### config.mk
export PLATFORM = sky130hd
export DESIGN_NAME = c45_mdio_master
export DESIGN_NICKNAME = d
export VERILOG_FILES = /design/src/rtl/mdio_c45_pkg.sv /design/src/rtl/mdio_mdc_gen.sv /design/src/rtl/mdio_frame_eng.sv /design/src/rtl/mdio_csr.sv /design/src/rtl/c45_mdio_master.sv
export SDC_FILE = /design/constraint.sdc
export NUM_CORES = 1
export LEC_CHECK = 0
export ABC_AREA = 1
export ABC_CLOCK_PERIOD_IN_PS = 2500
export BUFFER_PORTS_ARGS = -buffer_cell sky130_fd_sc_hd__buf_2
export CORE_UTILIZATION = 30
export CTS_BUF_LIST = sky130_fd_sc_hd__clkbuf_4 sky130_fd_sc_hd__clkbuf_8
export DETAILED_ROUTE_END_ITERATION = 7
export SYNTH_ARGS = -nofsm -noshare
export SYNTH_HDL_FRONTEND = slang
export SYNTH_SLANG_ARGS = --single-unit
### constraint.sdc
create_clock -name clk -period 2.5 [get_ports clk]
set_clock_uncertainty 0.15 [all_clocks]
set_input_delay 0.375 -clock clk [delete_from_list [all_inputs] [get_ports clk]]
set_output_delay 0.375 -clock clk [all_outputs]
set_load 0.02 [all_outputs]
### src/rtl/mdio_c45_pkg.sv
package mdio_c45_pkg;

  localparam int FRAME_BITS = 64;
  localparam int PRE_BITS   = 32;
  localparam int TA_POS     = 46;
  localparam int DATA_POS   = 48;
  localparam int IDX_W      = $clog2(FRAME_BITS);

  localparam int WR_GO_BIT  = 31;
  localparam int RD_GO_BIT  = 30;

  // Serial image of one frame, first bit in the MSB.
  function automatic logic [FRAME_BITS-1:0] build_frame(input logic [31:0] cmd);
    return {{PRE_BITS{1'b1}}, 2'b00, cmd[27:26], cmd[25:21], cmd[20:16], 2'b10, cmd[15:0]};
  endfunction

  // True when a frame position is left to the PHY.
  function automatic logic released_bit(input logic rd_frame, input logic [IDX_W-1:0] idx);
    return rd_frame && (int'(idx) >= TA_POS);
  endfunction

  function automatic logic is_trigger(input logic [31:0] cmd);
    return cmd[WR_GO_BIT] | cmd[RD_GO_BIT];
  endfunction

  function automatic logic is_read_trigger(input logic [31:0] cmd);
    return cmd[RD_GO_BIT] & ~cmd[WR_GO_BIT];
  endfunction

  function automatic logic [31:0] pack_status(input logic valid, input logic busy,
                                              input logic [15:0] data);
    return {valid, busy, 14'd0, data};
  endfunction

endpackage

### src/rtl/mdio_mdc_gen.sv
module mdio_mdc_gen #(
  parameter int HALF_DIV = 20
) (
  input  logic clk,
  input  logic rst_n,
  input  logic run,
  output logic mdc,
  output logic mdc_rise,
  output logic mdc_fall
);

  localparam int CW = (HALF_DIV > 1) ? $clog2(HALF_DIV) : 1;
  localparam logic [CW-1:0] WRAP = CW'(HALF_DIV - 1);

  logic [CW-1:0] cnt;
  logic          wrap_hit;

  assign wrap_hit = run && (cnt == WRAP);
  assign mdc_rise = wrap_hit && !mdc;
  assign mdc_fall = wrap_hit && mdc;

  always_ff @(posedge clk) begin
    if (!rst_n) begin
      cnt <= '0;
      mdc <= 1'b0;
    end else if (!run) begin
      cnt <= '0;
      mdc <= 1'b0;
    end else if (cnt == WRAP) begin
      cnt <= '0;
      mdc <= ~mdc;
    end else begin
      cnt <= cnt + CW'(1);
    end
  end

  // a rising edge is followed by a high MDC
  assert_rise_high_R7: assert property (@(posedge clk) disable iff (!rst_n)
    mdc_rise |=> mdc);

endmodule

### src/rtl/mdio_frame_eng.sv
module mdio_frame_eng
  import mdio_c45_pkg::*;
(
  input  logic                  clk,
  input  logic                  rst_n,
  input  logic                  start,
  input  logic [FRAME_BITS-1:0] start_frame,
  input  logic                  start_rd,
  input  logic                  mdc_rise,
  input  logic                  mdc_fall,
  input  logic                  mdio_i,
  output logic                  active,
  output logic                  frame_done,
  output logic                  frame_rd,
  output logic [15:0]           cap_data,
  output logic                  mdio_o,
  output logic                  mdio_oe
);

  localparam logic [IDX_W-1:0] LAST = IDX_W'(FRAME_BITS - 1);

  logic [FRAME_BITS-1:0] sreg;
  logic [IDX_W-1:0]      bitcnt;
  logic [IDX_W-1:0]      nxt_idx;
  logic                  in_data;

  assign nxt_idx    = bitcnt + IDX_W'(1);
  assign in_data    = int'(bitcnt) >= DATA_POS;
  assign frame_done = active && mdc_fall && (bitcnt == LAST);
  assign mdio_o     = sreg[FRAME_BITS-1];

  always_ff @(posedge clk) begin
    if (!rst_n) begin
      active   <= 1'b0;
      sreg     <= '1;
      bitcnt   <= '0;
      frame_rd <= 1'b0;
      cap_data <= '0;
      mdio_oe  <= 1'b0;
    end else if (start && !active) begin
      active   <= 1'b1;
      sreg     <= start_frame;
      bitcnt   <= '0;
      frame_rd <= start_rd;
      mdio_oe  <= 1'b1;
    end else if (active) begin
      if (mdc_rise && frame_rd && in_data) begin
        cap_data <= {cap_data[14:0], mdio_i};
      end
      if (mdc_fall) begin
        if (bitcnt == LAST) begin
          active  <= 1'b0;
          mdio_oe <= 1'b0;
        end else begin
          bitcnt  <= nxt_idx;
          sreg    <= {sreg[FRAME_BITS-2:0], 1'b1};
          mdio_oe <= !released_bit(frame_rd, nxt_idx);
        end
      end
    end
  end

  // the driven bit holds between falling MDC edges
  assert_hold_between_falls_R6: assert property (@(posedge clk) disable iff (!rst_n)
    (active && !mdc_fall) |=> $stable(mdio_o));

  // the PHY owns the line during the data phase of a read frame
  assert_release_data_R5: assert property (@(posedge clk) disable iff (!rst_n)
    (active && frame_rd && in_data) |-> !mdio_oe);

  // a frame never ends before its last position
  assert_no_early_end_R7: assert property (@(posedge clk) disable iff (!rst_n)
    (active && mdc_fall && bitcnt != LAST) |=> active);

  // the clock divider never reports both edges at once
  assert_edges_excl_R7: assert property (@(posedge clk) disable iff (!rst_n)
    !(mdc_rise && mdc_fall));

endmodule

### src/rtl/mdio_csr.sv
module mdio_csr
  import mdio_c45_pkg::*;
#(
  parameter int AW = 8
) (
  input  logic                  clk,
  input  logic                  rst_n,
  input  logic                  reg_wr,
  input  logic [AW-1:0]         reg_addr,
  input  logic [31:0]           reg_wdata,
  output logic [31:0]           reg_rdata,
  input  logic                  frame_done,
  input  logic                  frame_rd,
  input  logic [15:0]           cap_data,
  output logic                  start,
  output logic [FRAME_BITS-1:0] start_frame,
  output logic                  start_rd,
  output logic                  busy
);

  localparam logic [AW-1:0] CMD_OFS  = AW'(0);
  localparam logic [AW-1:0] STAT_OFS = AW'(4);

  logic [31:0] cmd_q;
  logic [15:0] rdata_q;
  logic        valid_q;
  logic        wr_cmd;
  logic        accept;

  assign wr_cmd      = reg_wr && (reg_addr == CMD_OFS);
  assign accept      = wr_cmd && !busy;
  assign start       = accept && is_trigger(reg_wdata);
  assign start_rd    = is_read_trigger(reg_wdata);
  assign start_frame = build_frame(reg_wdata);

  always_ff @(posedge clk) begin
    if (!rst_n) begin
      cmd_q   <= '0;
      rdata_q <= '0;
      valid_q <= 1'b0;
      busy    <= 1'b0;
    end else begin
      if (accept) cmd_q <= reg_wdata;
      if (start) begin
        busy    <= 1'b1;
        valid_q <= 1'b0;
      end else if (frame_done) begin
        busy <= 1'b0;
        if (frame_rd) begin
          valid_q <= 1'b1;
          rdata_q <= cap_data;
        end
      end
    end
  end

  always_comb begin
    if (reg_addr == CMD_OFS)       reg_rdata = cmd_q;
    else if (reg_addr == STAT_OFS) reg_rdata = pack_status(valid_q, busy, rdata_q);
    else                           reg_rdata = '0;
  end

  // a word without a trigger bit never makes the block busy
  assert_no_trigger_idle_R3: assert property (@(posedge clk) disable iff (!rst_n)
    (wr_cmd && !busy && !reg_wdata[WR_GO_BIT] && !reg_wdata[RD_GO_BIT]) |=> !busy);

  // writes while busy leave the stored command alone
  assert_busy_write_ignored_R10: assert property (@(posedge clk) disable iff (!rst_n)
    (wr_cmd && busy) |=> $stable(cmd_q));

  // an accepted command clears valid and raises busy
  assert_valid_cleared_R9: assert property (@(posedge clk) disable iff (!rst_n)
    start |=> (!valid_q && busy));

endmodule

### src/rtl/c45_mdio_master.sv
module c45_mdio_master
  import mdio_c45_pkg::*;
#(
  parameter int AW           = 8,
  parameter int MDC_HALF_DIV = 20
) (
  input  logic          clk,
  input  logic          rst_n,
  input  logic          reg_wr,
  input  logic [AW-1:0] reg_addr,
  input  logic [31:0]   reg_wdata,
  output logic [31:0]   reg_rdata,
  output logic          mdc,
  output logic          mdio_o,
  output logic          mdio_oe,
  input  logic          mdio_i
);

  logic                  start;
  logic [FRAME_BITS-1:0] start_frame;
  logic                  start_rd;
  logic                  busy;
  logic                  active;
  logic                  frame_done;
  logic                  frame_rd;
  logic [15:0]           cap_data;
  logic                  mdc_rise;
  logic                  mdc_fall;

  mdio_csr #(.AW(AW)) u_csr (
    .clk        (clk),
    .rst_n      (rst_n),
    .reg_wr     (reg_wr),
    .reg_addr   (reg_addr),
    .reg_wdata  (reg_wdata),
    .reg_rdata  (reg_rdata),
    .frame_done (frame_done),
    .frame_rd   (frame_rd),
    .cap_data   (cap_data),
    .start      (start),
    .start_frame(start_frame),
    .start_rd   (start_rd),
    .busy       (busy)
  );

  mdio_frame_eng u_eng (
    .clk        (clk),
    .rst_n      (rst_n),
    .start      (start),
    .start_frame(start_frame),
    .start_rd   (start_rd),
    .mdc_rise   (mdc_rise),
    .mdc_fall   (mdc_fall),
    .mdio_i     (mdio_i),
    .active     (active),
    .frame_done (frame_done),
    .frame_rd   (frame_rd),
    .cap_data   (cap_data),
    .mdio_o     (mdio_o),
    .mdio_oe    (mdio_oe)
  );

  mdio_mdc_gen #(.HALF_DIV(MDC_HALF_DIV)) u_mdc (
    .clk     (clk),
    .rst_n   (rst_n),
    .run     (active),
    .mdc     (mdc),
    .mdc_rise(mdc_rise),
    .mdc_fall(mdc_fall)
  );

  // MDC only runs while the status reports busy
  assert_mdc_needs_busy_R2: assert property (@(posedge clk) disable iff (!rst_n)
    mdc |-> busy);

  // the line is released whenever the block is idle
  assert_idle_released_R5: assert property (@(posedge clk) disable iff (!rst_n)
    !busy |-> !mdio_oe);

  // busy and the engine's frame activity move together
  assert_busy_tracks_frame_R2: assert property (@(posedge clk) disable iff (!rst_n)
    frame_done |=> !busy);

endmodule

Word-level counts from Yosys, hierarchy flattened

Cells that the tools add are included.

Register bits after elaboration: 145
Logic and storage cells: 76
Bits in latches: 0
Memories: 0
Input port bits: 44
Output and inout port bits: 35
Bits in read-only memories: 0
RAM bits: 0

Shifts and indexed selects: 0
Bitwise logic cells: 9
Eq/ne operators: 4
Mux-type cells: 16
Add/sub/neg operators: 2
Multipliers: 0
Reductions and logical operators: 30
Div/mod/pow operators: 0
Order comparisons: 2

Operator list:

| kind                                                      | number |
|---|---|
| 2-to-1 mux 32 bit                                         | 6 |
| greater-or-equal comparator 6 bit (second input constant) | 2 |
| logical AND 1 bit                                         | 12 |
| AND reduction 3 bit                                       | 4 |
| 2-to-1 mux 1 bit                                          | 10 |
| == test 8 x 3 -> 1 bit (second input constant)            | 1 |
| zero test 8 bit                                           | 1 |
| inverter 1 bit                                            | 7 |
| adder 6 x 1 -> 6 bit (second input constant)              | 1 |
| == test 6 bit (second input constant)                     | 1 |
| AND reduction 2 bit                                       | 3 |
| nonzero test 2 bit                                        | 3 |
| adder 5 x 1 -> 5 bit (second input constant)              | 1 |
| == test 5 bit (second input constant)                     | 1 |
| zero test 1 bit                                           | 4 |
| OR reduction 2 bit                                        | 2 |
| OR reduction 3 bit                                        | 1 |
| inequality test 2 x 1 -> 1 bit (second input constant)    | 1 |
| bitwise AND 1 bit                                         | 1 |
| bitwise OR 1 bit                                          | 1 |

Logic depth before layout (Yosys ltp)

Depth in word-level cells: 8
Mapped depth: 10
Mapped depth without buffers: 9

Modules after synthesis

A second synthesis with hierarchy kept.

Cells, all modules: 931
Area total of the unflattened synthesis: 6,814.0 um^2

Modules (own cells, without submodules):

| module         | seq. area each (um^2) | instances | cells each | area an instance (um^2) |
|---|---|---|---|---|
| mdio_frame_eng | 1,781.7               | 1         | 499        | 3,731.1 |
| mdio_csr       | 1,001.0               | 1         | 389        | 2,770.2 |
| mdio_mdc_gen   | 120.1                 | 1         | 43         | 312.8 |

Worst setup path before layout

OpenSTA, ideal clock, no wires.

Kind: input to output
Start point: input reg_addr[7]
End point: output reg_rdata[20]
Stages on the path: 7
Data arrival time: 1.543 ns
Required time: 1.975 ns
Buffers on the path: 2
Path slack: 0.432 ns
Cells stage by stage: nor2_1 > nand2_1 > nor2_8 > buf_2 > inv_1 > buf_2 > nor2_1

Cells in the longest elaborated chain, start to end: 2

RTL lines:

| element            | RTL line              | RTL |
|---|---|---|
| start: declaration | c45_mdio_master.sv:10 | `input logic [AW-1:0] reg_addr,` |
| zero test 8 bit    | mdio_csr.sv:58        | `if (reg_addr == CMD_OFS) reg_rdata = cmd_q;` |
| 2-to-1 mux 32 bit  | mdio_csr.sv:58        |  |
| end: declaration   | c45_mdio_master.sv:12 | `output logic [31:0] reg_rdata,` |

No other way between the ends.

Final worst setup path

Start point: input reg_addr[7]
End point: output reg_rdata[16]

The elaborated chain is that of the path after synthesis.

==> out/metrics.csv <==
metric,value,unit
outcome,"complete, no violations",
cts.reportedPaths.clkPinSlew,0.08,ns
die_w,144,µm
vias,5244,
crit_required,1.98,ns
dp.final_hpwl,9790,µm
dp_cells,1123,
path_delay_family,simple AND/OR/NAND/NOR gates,
fp.dieH,144,µm
antenna_found_initial,1,
nNetsFinal,939,
hold_path.class,input pin to register,
finalCritPeriodShare,87.4,%
yosys_warnings,0,
final-max-slew-violation-count,0,
grt_pass1_vias,4727,
yosysTopAreaCell,dfxtp_1,
drc,0,
end_kind,primary output,
post_drt_wl_per_cell,12.3,µm
firstDrtPassIters,4,
synth_edf_count,0,
synth_top_family_by_area,simple AND/OR/NAND/NOR gates,
fmax,0.457,GHz
muxShareOfSynthArea,0,%
antenna_left,0,
path_class,input pin to primary output,
cp-start-kind,input pin,
ys_seq_area_share,48.0,%
regArea,2900,µm²
crit_buf_inv,3,
critPathSlowestCell,inv_1,
synth-simple-area-share,31.5,%
yosysUniqueCellTypes,32,
grt_pass1_wl,23500,µm
grt.overflow.total,0,
netlist.area_leader.share,48.0,%
cts_setup_buffers,0,
drive_above_1_share,16.6,%
cts_tree,built,
nFillCells,2067,
gp_congestion,0.780,
cts.sinks,145,
p_leak,3.17,nW
ir_worst_vdd,0.274,mV
reg2reg_slack,0.46,ns
synth_nets,860,
syn_inst,813,
setup_viol,0,
final_util,36.8,%
tns,0,ns
tightest_slew,0.617,ns
layout.cells.non_filler,1168,
core_area,19600,µm²
synthAdderAreaFrac,0.620,%
grt_usage,14.6,%
finalPower,4.48,mW
numCtsBuffers,17,
max_stage_delay,0.28,ns
antenna_cells,0,
ys_top_cells_by_area,"dfxtp_1 (48%), nand2_1 (11%), nor2_1 (7.8%), nand3_1 (6.7%), o21ai_0 (4.4%)",
die_area,20700,µm²
drv_cap,0,
viasPerCell,4.49,
max-slew-margin-rel,58.8,%
multi_input_area,2630,µm²
crit_arrival,1.66,ns
clk_latency,0.45,ns
areaGrowthSynthToFinish,19.1,%
rows,51,
cp_cell_sequence,buf_2 > nor2_1 > nand2_1 > nor2_8 > inv_1 > nor2_1 > buf_2,
period_needed,2.19,ns
cts_htree_levels,4,
crit_fanout,14,
p_per_area,623,nW/µm²
io_buffers,78,
synth_xor_area_share,0.579,%
drtIter0Drc,360,
initial_core_util,30.9,%
cts_root_buf,clkbuf_8,
io_pins,79,
hold_viol,0,
dp_slack,0.188,ns
fin_ws,0.314,ns
synth-compound-area-share,10.6,%
grt_max_degree,67,
syn_area,6050,µm²
synth.avg_cell_area,7.44,µm²
cts_buffer_depth,2,
ys.flop_type,dfxtp_1,
wl,14300,µm
async_reset_ff_share,0,%
rsz0062_at_grt,no,
ys_ff_latch,145,
[cell type report]
class	count	share of cell area, %
Sequential cell	145	40.3
Clock buffer	20	3.82
Multi-Input combinational cell	555	36.4
Inverter	65	3.39
Timing Repair Buffer	108	9.24
Tap cell	265	4.60
Clock inverter	10	2.21
[cell usage in the layout, fill, tap and decap left out, types with 4 or more instances in the layout]
cell type,Yosys,final
a21oi_1,51,51
nor2_1,125,125
nor2_2,5,4
o21ai_0,53,53
inv_1,59,59
dlygate4sd3_1,0,15
clkbuf_8,0,20
inv_2,4,4
buf_4,6,14
a22o_1,11,11
bufinv_16,0,4
nor2_4,3,4
nand4_1,18,18
nand2_1,182,182
nand3_1,81,81
dfxtp_1,145,145
buf_2,16,78
[per-stage QoR]
stage	cell area (µm²)	hold slack, ns
global placement	6620	0.283
global route	7200	0.00799
detailed placement	6620	0.289
finish	7200	0.0166
floorplan	6050	0.268
CTS	7200	0.000220
[timing repair]
action                                 CTS  global route
resized for setup                        0             0
hold buffers                            15             0
endpoints found under the hold margin   15             0
[registers in the layout, summed over array words and instances, names as in the netlist]
signal          flops
u_eng.sreg         64
u_csr.cmd_q        32
u_csr.rdata_q      16
u_eng.cap_data     16
u_eng.bitcnt        6
u_mdc.cnt           5
u_csr.busy          1
u_csr.valid_q       1
u_eng.active        1
u_eng.frame_rd      1
u_eng.mdio_oe       1
u_mdc.mdc           1
[worst reg2reg max path, stage by stage, from the launching register on]
cell and delay (ns):
dfxtp_1 0.37, ha_1 0.23, nand3_1 0.15, nor2_2 0.19, nand4_2 0.34, inv_2 0.37, nor2_1 0.07, nor2_1 0.10
[path summary, 6_finish.rpt]
kind                               startpoint                        endpoint  cells past startpoint
setup / recovery                  reg_addr[7]                   reg_rdata[16]                      7
hold / removal                  reg_wdata[20]     u_eng.sreg[22]$_SDFFE_PN1P_                      3
setup reg to reg      u_mdc.cnt[0]$_SDFF_PP0_  u_eng.cap_data[4]$_SDFFE_PN0P_                      7
hold reg to reg   u_eng.sreg[30]$_SDFFE_PN1P_     u_eng.sreg[30]$_SDFFE_PN1P_                      2
[cell usage after synthesis, drive strengths merged, types with 2 or more instances]
cell type,n
nand2,186
dfxtp,145
nor2,134
nand3,85
inv,63
o21ai,54
a21oi,51
buf,30
nand4,21
clkbuf,18
a22o,11
ha,3
clkinv,2
or2,2
xnor2,2
xor2,2
[metal layers]
layer  track usage [%]  vias up  routed length [µm]
li1                  -     2770                   -
met1              20.0     2378                7280
met2              21.8       77                6240
met3              3.84       17                 631
met4              5.71        2                 178
met5                 0        -                  16
[kinds of logic (layout without fill, tap and decap cells)]
family | count (synthesis) | count (layout)
buf+inv | 113 | 203
simple gates | 429 | 429
flops | 145 | 145
compound gates | 119 | 119
fa+ha+maj | 3 | 3
xor+xnor | 4 | 4
[where the power goes]
| part | switching [mW] | internal [mW] |
|---|---|---|
| clock network | 0.858 | 1.15 |
| logic | 0.0977 | 0.0665 |
| registers | 0.00103 | 2.31 |
Note: power is estimated with default switching activity, not from simulation.
